===== config.mk =====
export PLATFORM = sky130hd
export DESIGN_NAME = dma_addr_seq
export DESIGN_NICKNAME = d
export VERILOG_FILES = /design/src/rtl/dma_seq_pkg.sv /design/src/rtl/dma_seq_dec.sv /design/src/rtl/dma_seq_ptr.sv /design/src/rtl/dma_addr_seq.sv
export SDC_FILE = /design/constraint.sdc
export NUM_CORES = 1
export LEC_CHECK = 0
export CAP_MARGIN = 10
export CORE_UTILIZATION = 48
export CTS_CLUSTER_DIAMETER = 30
export CTS_CLUSTER_SIZE = 10
export DETAILED_ROUTE_END_ITERATION = 10
export GPL_TIMING_DRIVEN = 0
export MAX_ROUTING_LAYER = met4
export PLACE_DENSITY = 0.78
export REMOVE_ABC_BUFFERS = 1
export SKIP_CTS_REPAIR_TIMING = 1
export SLEW_MARGIN = 20
export SYNTH_ARGS = -nofsm -noshare
export SYNTH_HDL_FRONTEND = slang
export SYNTH_SLANG_ARGS = --single-unit

===== constraint.sdc =====
create_clock -name clk_i -period 5.9 [get_ports clk_i]
set_clock_uncertainty 0.2 [all_clocks]
set_input_delay 1.18 -clock clk_i [delete_from_list [all_inputs] [get_ports clk_i]]
set_output_delay 1.18 -clock clk_i [all_outputs]
set_load 0.005 [all_outputs]

===== src/rtl/dma_seq_pkg.sv =====
package dma_seq_pkg;
  localparam int CTRL_W   = 11;
  localparam int SRC_LSB  = 0;
  localparam int DST_LSB  = 2;
  localparam int GRAN_LSB = 4;
  localparam int SCOH_BIT = 6;
  localparam int DCOH_BIT = 7;
  localparam int TC_LSB   = 8;

  typedef enum logic [1:0] {
    PTR_INC  = 2'd0,
    PTR_DEC  = 2'd1,
    PTR_HOLD = 2'd2
  } ptr_op_e;
endpackage


===== src/rtl/dma_seq_dec.sv =====
module dma_seq_dec
  import dma_seq_pkg::*;
#(
  parameter int AW = 32,
  parameter int CW = 16
) (
  input  logic [CTRL_W-1:0] ctrl_i,
  input  logic [AW-1:0]     dst_addr_i,
  input  logic [CW-1:0]     count_i,
  output logic              cfg_err_o,
  output ptr_op_e           src_op_o,
  output ptr_op_e           dst_op_o,
  output logic [2:0]        unit_o,
  output logic [AW-1:0]     dst_addr_o,
  output logic [CW-1:0]     count_o,
  output logic [2:0]        tc_o,
  output logic              src_coh_o,
  output logic              dst_coh_o
);
  logic [1:0] src_f, dst_f, gran_f, low_mask;
  logic       dst_const;

  assign src_f     = ctrl_i[SRC_LSB +: 2];
  assign dst_f     = ctrl_i[DST_LSB +: 2];
  assign gran_f    = ctrl_i[GRAN_LSB +: 2];
  assign dst_const = (dst_f == 2'b01);
  assign tc_o      = ctrl_i[TC_LSB +: 3];
  assign src_coh_o = ctrl_i[SCOH_BIT];
  assign dst_coh_o = ctrl_i[DCOH_BIT];

  always_comb begin
    unit_o   = 3'd4;
    low_mask = 2'b00;
    if (dst_const) begin
      case (gran_f)
        2'b00:   unit_o = 3'd1;
        2'b01:   begin unit_o = 3'd2; low_mask = 2'b01; end
        2'b10:   begin unit_o = 3'd4; low_mask = 2'b11; end
        default: unit_o = 3'd4;
      endcase
    end
  end

  always_comb begin
    case (src_f)
      2'b01:   src_op_o = PTR_DEC;
      2'b10:   src_op_o = PTR_HOLD;
      default: src_op_o = PTR_INC;
    endcase
  end

  assign dst_op_o   = dst_const ? PTR_HOLD : PTR_INC;
  assign cfg_err_o  = (src_f == 2'b11) || dst_f[1] || (dst_const && gran_f == 2'b11);
  assign dst_addr_o = {dst_addr_i[AW-1:2], dst_addr_i[1:0] & ~low_mask};
  assign count_o    = {count_i[CW-1:2], count_i[1:0] & ~low_mask};
endmodule


===== src/rtl/dma_seq_ptr.sv =====
module dma_seq_ptr
  import dma_seq_pkg::*;
#(
  parameter int AW = 32
) (
  input  logic          clk_i,
  input  logic          rst_ni,
  input  logic          load_i,
  input  logic [AW-1:0] load_val_i,
  input  ptr_op_e       load_op_i,
  input  logic          adv_i,
  input  logic [2:0]    step_i,
  output logic [AW-1:0] ptr_o
);
  ptr_op_e op_q;

  always_ff @(posedge clk_i or negedge rst_ni) begin
    if (!rst_ni) begin
      ptr_o <= '0;
      op_q  <= PTR_INC;
    end else if (load_i) begin
      ptr_o <= load_val_i;
      op_q  <= load_op_i;
    end else if (adv_i) begin
      case (op_q)
        PTR_INC: ptr_o <= ptr_o + AW'(step_i);
        PTR_DEC: ptr_o <= ptr_o - AW'(step_i);
        default: ptr_o <= ptr_o;
      endcase
    end
  end

  a_r7_ptr_idle: assert property (@(posedge clk_i) disable iff (!rst_ni)
    (!load_i && !adv_i) |=> $stable(ptr_o));
  a_r3_ptr_fixed: assert property (@(posedge clk_i) disable iff (!rst_ni)
    (!load_i && op_q == PTR_HOLD) |=> $stable(ptr_o));
endmodule


===== src/rtl/dma_addr_seq.sv =====
module dma_addr_seq
  import dma_seq_pkg::*;
#(
  parameter int AW = 32,
  parameter int CW = 16
) (
  input  logic              clk_i,
  input  logic              rst_ni,
  input  logic              load_i,
  input  logic [CTRL_W-1:0] ctrl_i,
  input  logic [AW-1:0]     src_addr_i,
  input  logic [AW-1:0]     dst_addr_i,
  input  logic [CW-1:0]     count_i,
  output logic              beat_valid_o,
  input  logic              beat_ready_i,
  output logic [AW-1:0]     beat_src_o,
  output logic [AW-1:0]     beat_dst_o,
  output logic [2:0]        beat_size_o,
  output logic [2:0]        tc_o,
  output logic              src_coh_o,
  output logic              snoop_nr_o,
  output logic              done_o,
  output logic              err_o
);
  logic          busy_q, done_q, err_q, dst_const_q;
  logic [CW-1:0] cnt_q;
  logic [2:0]    unit_q, tc_q;
  logic          scoh_q, dcoh_q;

  logic          cfg_err, d_scoh, d_dcoh;
  ptr_op_e       d_src_op, d_dst_op;
  logic [2:0]    d_unit, d_tc;
  logic [AW-1:0] d_dst;
  logic [CW-1:0] d_cnt;

  logic          accept, fire;
  logic [CW-1:0] unit_ext, size_ext;

  dma_seq_dec #(.AW(AW), .CW(CW)) dec_i (
    .ctrl_i     (ctrl_i),
    .dst_addr_i (dst_addr_i),
    .count_i    (count_i),
    .cfg_err_o  (cfg_err),
    .src_op_o   (d_src_op),
    .dst_op_o   (d_dst_op),
    .unit_o     (d_unit),
    .dst_addr_o (d_dst),
    .count_o    (d_cnt),
    .tc_o       (d_tc),
    .src_coh_o  (d_scoh),
    .dst_coh_o  (d_dcoh)
  );

  assign accept   = load_i && !busy_q;
  assign fire     = busy_q && beat_ready_i;
  assign unit_ext = CW'(unit_q);
  assign size_ext = (cnt_q < unit_ext) ? cnt_q : unit_ext;

  dma_seq_ptr #(.AW(AW)) src_ptr_i (
    .clk_i      (clk_i),
    .rst_ni     (rst_ni),
    .load_i     (accept),
    .load_val_i (src_addr_i),
    .load_op_i  (d_src_op),
    .adv_i      (fire),
    .step_i     (beat_size_o),
    .ptr_o      (beat_src_o)
  );

  dma_seq_ptr #(.AW(AW)) dst_ptr_i (
    .clk_i      (clk_i),
    .rst_ni     (rst_ni),
    .load_i     (accept),
    .load_val_i (d_dst),
    .load_op_i  (d_dst_op),
    .adv_i      (fire),
    .step_i     (beat_size_o),
    .ptr_o      (beat_dst_o)
  );

  always_ff @(posedge clk_i or negedge rst_ni) begin
    if (!rst_ni) begin
      busy_q      <= 1'b0;
      done_q      <= 1'b0;
      err_q       <= 1'b0;
      dst_const_q <= 1'b0;
      cnt_q       <= '0;
      unit_q      <= '0;
      tc_q        <= '0;
      scoh_q      <= 1'b0;
      dcoh_q      <= 1'b0;
    end else if (accept) begin
      err_q       <= cfg_err;
      busy_q      <= !cfg_err && (d_cnt != '0);
      done_q      <= !cfg_err && (d_cnt == '0);
      dst_const_q <= (d_dst_op == PTR_HOLD);
      cnt_q       <= d_cnt;
      unit_q      <= d_unit;
      tc_q        <= d_tc;
      scoh_q      <= d_scoh;
      dcoh_q      <= d_dcoh;
    end else begin
      done_q <= 1'b0;
      if (fire) begin
        cnt_q <= cnt_q - size_ext;
        if (cnt_q == size_ext) begin
          busy_q <= 1'b0;
          done_q <= 1'b1;
        end
      end
    end
  end

  assign beat_valid_o = busy_q;
  assign beat_size_o  = size_ext[2:0];
  assign done_o       = done_q;
  assign err_o        = err_q;
  assign tc_o         = tc_q;
  assign src_coh_o    = scoh_q;
  assign snoop_nr_o   = !dcoh_q;

  a_r7_hold_stall: assert property (@(posedge clk_i) disable iff (!rst_ni)
    (beat_valid_o && !beat_ready_i) |=> (beat_valid_o && $stable(beat_src_o)
      && $stable(beat_dst_o) && $stable(beat_size_o)));
  a_r6_size_range: assert property (@(posedge clk_i) disable iff (!rst_ni)
    beat_valid_o |-> (beat_size_o != 3'd0 && CW'(beat_size_o) <= cnt_q));
  a_r9_err_quiet: assert property (@(posedge clk_i) disable iff (!rst_ni)
    err_o |-> (!beat_valid_o && !done_o));
  a_r8_done_pulse: assert property (@(posedge clk_i) disable iff (!rst_ni)
    (done_o && !load_i) |=> !done_o);
  a_r2_attr_locked: assert property (@(posedge clk_i) disable iff (!rst_ni)
    (beat_valid_o && load_i) |=> ($stable(tc_o) && $stable(snoop_nr_o) && $stable(src_coh_o)));
  a_r5_dst_aligned: assert property (@(posedge clk_i) disable iff (!rst_ni)
    (beat_valid_o && dst_const_q && unit_q == 3'd4) |-> beat_dst_o[1:0] == 2'b00);
endmodule


==> run summary, run 1 <==
The clock reaches the later pin of the worst-skew pair after 0.36 ns. In the post-synthesis netlist, the biggest area contributors are dfrtp_1, ha_1, a21oi_1. Data on the critical path arrives at its endpoint at 5.81 ns. The sort of element at the end of the critical path was a flip-flop.

Relative slew slack: 38.1%. Before antenna repair, the detailed router went through 5 iterations. For the TritonCTS buffer count, the log shows 9. The worst reg-to-reg path cell count is 20, and the number of levels in the clock H-tree is 3. For the number of placed instances, taps included, the log shows 1,422. The path class of the lowest-slack min-delay path was flip-flop to flip-flop. STA classifies the critical path startpoint as a flip-flop. Entering global routing, the biggest net connects 69 pins.

The logs give 7,955 for the number of global-route vias before repair and 27.4% for the global-route usage over all layers. Across the VDD grid, the largest voltage drop is 0.000400 V. The first-pass GRT wire length is 38.9 mm, and the delay contributed by the slowest stage of the critical path is 0.53 ns.

The floorplan die width is 134 microns. The share of the synthesized area in the top cell type is 27.9%, and the number of buffer cells added on primary ports is 169. The number of flops mapped to enable cells by yosys works out to 0.

Final hold analysis gives a worst-case slack of 0.264 ns. In this run the static leakage power is 4.54 nW. The detailed router placed 8,628 vias in this run. Setup violations remaining at the end of the flow were counted as 0.

The synthesized area per cell is 7.75 sq um. The register bit total from synthesis is 94. The run gives 0 as the total global routing overflow.

The worst register-to-register path begins at cnt_q[11]$_DFFE_PN0P_. Static timing analysis puts the maximum clock frequency at 0.175 GHz. After synthesis the cells add up to 8420 sq um.

The minimum period implied by the final worst setup slack is 5.73 ns, and the count of clock tree sinks is 94. The leading register cell type out of synthesis is dfrtp_1. In the routed layout, each cell is associated on average with a via count of 5.95. For this run, design rule violations remaining after detail routing come to 0. The tools report the count of synthesis-stage warnings from yosys as 0. After layout, the worst path uses 97.1% of the clock period. The synthesized design spends more area on one cell type than any other, namely dfrtp_1. Clock tree synthesis selected as its root buffer the cell clkbuf_16. Dividing the detail-routed wire length by the instance count gives 16.6 microns. The die covers 18,100 sq um.

0 antenna diodes ended up in the layout. Once detailed placement completed, the half-perimeter wirelength came to 17.2 mm. The maximum fanout along the worst path works out to 9. Launch point of the worst path: cnt_q[11]$_DFFE_PN0P_. Cell count after synthesis: 1,087. Traced cell by cell, the critical path runs through or3_4, or4_4, nor3_4, buf_4, mux2i_2, inv_1, nor3_4, buf_4, buf_6, ha_1, o21ai_0, o31ai_1, a21oi_1, a21oi_1, o21ai_2, a211oi_4, o21ai_2, xnor2_1, or3_1, a31oi_1. The initial antenna violation count was 0. The number of hold violations in the final report was 0. The unique cell type count in the Yosys netlist was 75. Once the floorplan was initialized, standard cells occupied 48.9% of the core. The worst register-to-register path ends at dst_ptr_i.ptr_o[30]$_DFFE_PN0P_. The tools report the required time of the worst setup path as 5.98 ns. For this block, the initial DRC count from the detailed router was 504. The floorplan has 48 rows. The finished cells cover 10,800 sq um. The tool flagged a number of max-cap violations equal to 0. The tools report the share of the yosys chip area belonging to registers as 27.9%. The placed standard-cell area is 10,300 sq um, and the slew at the pin closest to its max-slew limit is 0.928 ns. The library cell with the highest instance count after synthesis was nand2_1. Clock-pin slew was measured on the worst setup and hold paths at 0.08 ns.

The share of final-layout standard cells stronger than drive strength 1 is 6.12%, and the top-level I/O count is 170. Compared with the post-synthesis result, the final layout area differs by 28.0%. The post-synthesis async set-or-reset flop share was 100%.

The path type of the worst setup path was flip-flop to flip-flop. The final weighted congestion of routability-driven global placement came out at 0.892. The logs give 2 for the maximum clock path buffer count and 1,450 for the non-filler instance count after layout. The flow ran to the end, and the final reports show no timing, DRC or antenna violations.

Wires add up to 24.1 mm. The detail route stage leaves a number of antenna-violating nets equal to 0. The largest individual stage delay along the critical path comes from the cell or4_4.

From bottom edge to top edge, the die measures 134 microns. Across all register-to-register paths, the minimum setup slack is 0.17 ns. The total negative slack for setup checks is 0 ns. The total power divided by cell area was 737 nW/um^2. The total power was 7.94 mW; the final layout net count was 1,383. TritonCTS built the clock tree.

The region available for standard cell placement spans 17,200 sq um. After synthesis, the most frequently instantiated cells are nand2_1, a21oi_1, o21ai_0, dfrtp_1, nor2_1. The final count of pins violating max slew came out at 0. Endpoint of the worst setup timing path: dst_ptr_i.ptr_o[30]$_DFFE_PN0P_.
## state kept, by name, summed over array words and instances (netlist names)
signal and flops:
done_o 1, src_coh_o 1, dst_ptr_i.op_q 1, tc_o 3, dcoh_q 1, cnt_q 16, src_ptr_i.op_q 2, src_ptr_i.ptr_o 32
beat_valid_o 1, unit_q 3, dst_ptr_i.ptr_o 32, err_o 1
## power breakdown
group | switching (mW) | internal [mW] | total [mW]
Combinational | 3.22 | 2.73 | 5.95
Sequential | 0.406 | 0.978 | 1.38
Clock | 0.277 | 0.329 | 0.606
Total | 3.91 | 4.03 | 7.94
## layer usage
metal  share of wire [%]  routed length (microns)  GRT usage, %  up-vias
met5                   0                        0             -        -
met1                  47                    11300          37.1     4101
met2                  46                    11000          42.6      275
met3                 5.6                     1350          3.27       25
li1                    -                        -             -     4227
met4                 1.6                      381          8.68        0
## layout make-up
class	instances	area, sq um
fill	1509	6450
multi-input combinational	894	5800
sequential	94	2350
inverter	34	128
timing repair buffer	188	1930
clock buffer	10	229
clock inverter	5	60.1
tap	225	282
## cell families (layout without fill, tap and decap cells)
family	after synthesis	count (layout)	share of synthesized area, %
buf+inv	99	237	4.60
simple gates	379	379	21.5
compound gates	375	375	28.0
flops	94	94	27.9
mux	7	7	0.847
fa+ha+maj	67	67	10.2
xor+xnor	66	66	6.86
## worst min-delay path by stage
stage,startpoint,to,cells after the start
floorplan,src_ptr_i.op_q[0]$_DFFE_PN0P_,src_ptr_i.op_q[0]$_DFFE_PN0P_,2
global placement,src_ptr_i.op_q[0]$_DFFE_PN0P_,src_ptr_i.op_q[0]$_DFFE_PN0P_,2
detailed placement,src_ptr_i.op_q[0]$_DFFE_PN0P_,src_ptr_i.op_q[0]$_DFFE_PN0P_,2
CTS,src_ptr_i.op_q[0]$_DFFE_PN0P_,src_ptr_i.op_q[0]$_DFFE_PN0P_,2
global route,src_ptr_i.op_q[0]$_DFFE_PN0P_,src_ptr_i.op_q[0]$_DFFE_PN0P_,2
finish,src_ptr_i.op_q[0]$_DFFE_PN0P_,src_ptr_i.op_q[0]$_DFFE_PN0P_,2
## cells in the final DEF, fill, tap and decap left out, drive strengths merged, types with 5 or more instances in the layout
master         count
a31o               5
nor2b             18
or3               14
and2               5
nand2b            15
o21bai             8
and3              18
inv               35
o21ai            103
o22ai             14
xnor2             40
a21oi            113
a21o              26
nand2            137
clkbuf            10
or2                7
o311ai             6
o21a               6
buf               20
a211oi             5
nor3              20
mux2i              6
nor4              10
xor2              26
o211ai            13
nand3             38
ha                64
nor2              79
clkdlybuf4s50    168
dfrtp             94
a31oi             27
a221oi             5
## worst max-delay path: cells and delay by family, from the launching register on
| kind | cells | cell delay (ns) |
|---|---|---|
| compound gates | 8 | 1.86 |
| xor+xnor | 1 | 0.13 |
| fa+ha+maj | 1 | 0.24 |
| buf+inv | 4 | 0.74 |
| flops | 1 | 0.43 |
| mux | 1 | 0.31 |
| simple gates | 5 | 1.74 |
## metrics by stage
stage               setup WS, ns  util (%)
CTS                        -1.08      61.4
finish                     0.171      62.6
detailed placement         -1.06      59.7
global route             -0.0970      62.6
floorplan                 -0.301         -
global placement           -2.50      58.8
No activity file was read; power rests on OpenSTA's default activity.
==> run 2, diff against run 1 <==
--- a/config.mk
+++ b/config.mk
@@ -6,13 +6,15 @@
 export NUM_CORES = 1
 export LEC_CHECK = 0
 export CAP_MARGIN = 10
-export CORE_UTILIZATION = 48
+export CELL_PAD_IN_SITES_DETAIL_PLACEMENT = 1
+export CELL_PAD_IN_SITES_GLOBAL_PLACEMENT = 1
+export CORE_MARGIN = 2
+export CORE_UTILIZATION = 35
 export CTS_CLUSTER_DIAMETER = 30
 export CTS_CLUSTER_SIZE = 10
 export DETAILED_ROUTE_END_ITERATION = 10
 export GPL_TIMING_DRIVEN = 0
-export MAX_ROUTING_LAYER = met4
-export PLACE_DENSITY = 0.78
+export PLACE_DENSITY_LB_ADDON = 0.1
 export REMOVE_ABC_BUFFERS = 1
 export SKIP_CTS_REPAIR_TIMING = 1
 export SLEW_MARGIN = 20
==> run 2 against run 1 <==
Compared with the run above: utilization decreased by 16 points; design area grew 2.0%; setup slack gained 0.094 ns; hold slack improved by 0.027 ns; critical path depth did not move; via count is 0.53% lower; total power rose by 1.9%; critical path type unchanged.
==> run summary, run 2 (synthesis results as in run 1) <==
The number of levels in the clock H-tree was 3 (unchanged); the length of the first detailed-routing pass in iterations was 4 (-1). The final count of pins violating max slew is 0 (unchanged), and the delay contributed by the slowest stage of the critical path is 0.58 ns (+0.05 ns). For the number of inserted diodes, the log shows 0 (unchanged). The post-detailed-route wirelength per cell was 18.2 microns (+9.5%). The worst reg-to-reg path cell count was 20 (unchanged). In this design, the largest share of critical-path delay is due to simple AND/OR/NAND/NOR gates. Maximum fanout along the worst path: 10 (+1). The combined flip-flop and latch cell area is 2350 sq um (unchanged), and the detailed placement HPWL is 20.8 mm (+21%). The kind of launch point of the worst setup path was a flip-flop.

For the number of placed instances, taps included, the log shows 1,518 (+6.8%). In the layout the commonest cells are clkdlybuf4s50_1, nand2_1, a21oi_1. Traced cell by cell, the critical path runs through or3_4, or4_4, nor3_4, buf_4, mux2i_4, inv_1, nor3_4, buf_4, buf_8, ha_1, o21ai_0, o31ai_1, a21oi_1, a21oi_2, o21ai_4, a211oi_4, o21ai_2, xnor2_1, or3_1, a31oi_1. The tools report the worst-case vdd ir drop as 0.000286 V (-28%). TritonCTS built the clock tree. The tools report the TritonCTS buffer count as 9 (unchanged). The top-level I/O count came out at 170 (unchanged). Largest net degree at the start of global routing: 70 (+1.4%). Part of the cycle the worst path needs: 95.5% (-1.6 points).

The run gives 28.2 mm (+17%) as the total wire length. The number of failing setup endpoints in the final timing report was 0 (unchanged); the maximum clock frequency was 0.177 GHz (+1.7%). The number of cells traversed by the worst hold path is 2 (unchanged), and the final weighted congestion of routability-driven global placement is 0.816 (-8.5%). The total power divided by cell area was 736 nW/um^2 (about the same).

Critical path arrival: 5.72 ns (-0.09 ns). The min-delay analysis places its worst path in the category flip-flop to flip-flop. The worst hold path begins at src_ptr_i.op_q[0]$_DFFE_PN0P_.

The share of final-layout standard cells stronger than drive strength 1 was 7.15% (+1.0 points); the setup slack at placement was -1.21 ns (-0.147 ns). Minimum period implied by the final worst setup slack: 5.64 ns (-0.0941 ns). The tools report the terminus of the critical flop-to-flop path as dst_ptr_i.ptr_o[30]$_DFFE_PN0P_.

The floorplan die width is 159 microns (+18%). The tools report the non-filler instance count after layout as 1,549 (+6.8%). The run finished with clean final reports. The footprint of the multi-input gates was 5860 sq um (+0.97%). On the critical path, the stage with the largest delay is an instance of or4_4. Sort of element at the end of the critical path: a flip-flop. The run gives 0 (unchanged) as the DRC violation count after routing. The endpoint of the worst hold path was src_ptr_i.op_q[0]$_DFFE_PN0P_. The run gives 1,387 (+0.29%) as the final layout net count. For the placeable core region, the log shows 23,500 sq um (+37%). The run gives 21.9% (-5.4 points) as the global-route usage over all layers.

The floorplan die area is 25,300 sq um (+40%). The clock insertion delay at the later pin of the skew report was 0.36 ns (about the same). In the final layout, the registers with the most flip-flops are dst_ptr_i.ptr_o: 32 flops, src_ptr_i.ptr_o: 32 flops, cnt_q: 16 flops.

The per-cell via count in the routed design was 5.54 (-6.9%); the number of violations of the max-capacitance limit was 0 (unchanged). The die height works out to 159 microns (+18%). The total negative slack for setup checks came out at 0 ns (unchanged). The run gives 8,727 (+9.7%) as the number of global-route vias before repair.

The violation count after the first detailed-routing iteration was 418 (-17%); the share of the core filled with cells in the final layout was 46.7% (-16 points). The count of clock tree sinks is 94 (unchanged), and the remaining antenna violation count is 0 (unchanged). The total leakage power is 4.57 nW (+0.67%). The maximum clock path buffer count was 2 (unchanged). The synthesis-to-layout area growth was 30.5%. The clock-pin transition on the worst setup and hold timing paths was 0.07 ns (about the same).

The clock tree root buffer cell was clkbuf_16. The combined buffer and inverter count along the critical path came out at 4 (unchanged). The critical path in this run is classified as flip-flop to flip-flop. The run gives 0.265 ns (+0.0941 ns) as the worst setup margin. The relative slew slack is 33.5% (-4.6 points), and the flop-to-flop setup slack is 0.26 ns (+0.09 ns). The number of buffer cells added on primary ports works out to 169 (unchanged). The worst register-to-register path begins at cnt_q[11]$_DFFE_PN0P_. The logs give 2,866 (+90%) for the final-layout fill cell count and 35.8% (-13 points) for the initial core utilization. The initial antenna violation count came out at 0 (unchanged). The site row count is 56 (+17%), and the slew at the pin closest to its max-slew limit is 0.997 ns (+0.0685 ns). The number of hold violations in the final report is 0 (unchanged).

The first-pass GRT wire length is 45.8 mm (+18%), and the total global routing overflow is 0 (unchanged). The leading cell type in the layout, fill and taps excluded is clkdlybuf4s50_1. The logs give 8,582 (-0.53%) for the number of vias after detailed routing and 5.98 ns (about the same) for the required time of the worst setup path.
## run 2: changes by cell type in the layout (fill, tap and decap cells not counted), sizes merged
cell / change
bufinv: -1
clkinv: +1
or2: +1
buf: +3
inv: +1
## run 2: layout make-up
| type | count | area share [%] |
|---|---|---|
| clock buffer | 10 | 2.17 |
| timing repair buffer | 191 | 18.0 |
| clock inverter | 6 | 0.398 |
| sequential | 94 | 21.4 |
| multi-input combinational | 895 | 53.3 |
| tap | 319 | 3.63 |
| inverter | 34 | 1.16 |
## run 2: through the flow
| step | power, mW | hold WS [ns] | cell area [sq um] |
|---|---|---|---|
| global placement | 7.14 | 0.246 | 10300 |
| floorplan | 5.46 | 0.231 | 8160 |
| detailed placement | 7.32 | 0.282 | 10500 |
| global route | 8.93 | 0.316 | 11000 |
| CTS | 7.96 | 0.303 | 10800 |
| finish | 8.10 | 0.291 | 11000 |
## run 2: worst max path at each step
stage	startpoint	end	slack [ns]	depth (start not counted)
final	cnt_q[11]$_DFFE_PN0P_	dst_ptr_i.ptr_o[30]$_DFFE_PN0P_	0.26	20
after global routing	cnt_q[11]$_DFFE_PN0P_	dst_ptr_i.ptr_o[30]$_DFFE_PN0P_	-0.03	20
after CTS	cnt_q[11]$_DFFE_PN0P_	src_ptr_i.ptr_o[30]$_DFFE_PN0P_	-1.27	21
after detailed placement	cnt_q[11]$_DFFE_PN0P_	src_ptr_i.ptr_o[30]$_DFFE_PN0P_	-1.21	21
after global placement	load_i	cnt_q[6]$_DFFE_PN0P_	-3.20	5
after floorplan	cnt_q[11]$_DFFE_PN0P_	dst_ptr_i.ptr_o[26]$_DFFE_PN0P_	-0.30	18
## run 2: layer usage
layer / vias to the layer above / global-route usage, % / wire, microns
li1: 4225 / - / -
met2: 149 / 37.8 / 13500
met1: 4193 / 28.7 / 13200
met4: 0 / 5.74 / 358
met3: 15 / 3.44 / 1060
met5: - / 0 / 0
## run 2: tightest hold or removal path, stage by stage (launching register included)
cell	delay, ns
dfrtp_1	0.35
nand2_1	0.05
nand2_1	0.06
## run 2: report_power, final
part	internal, mW	switching (mW)	leakage [nW]
clock network	0.301	0.293	0.139
logic	2.77	3.33	3.29
registers	0.977	0.426	1.14
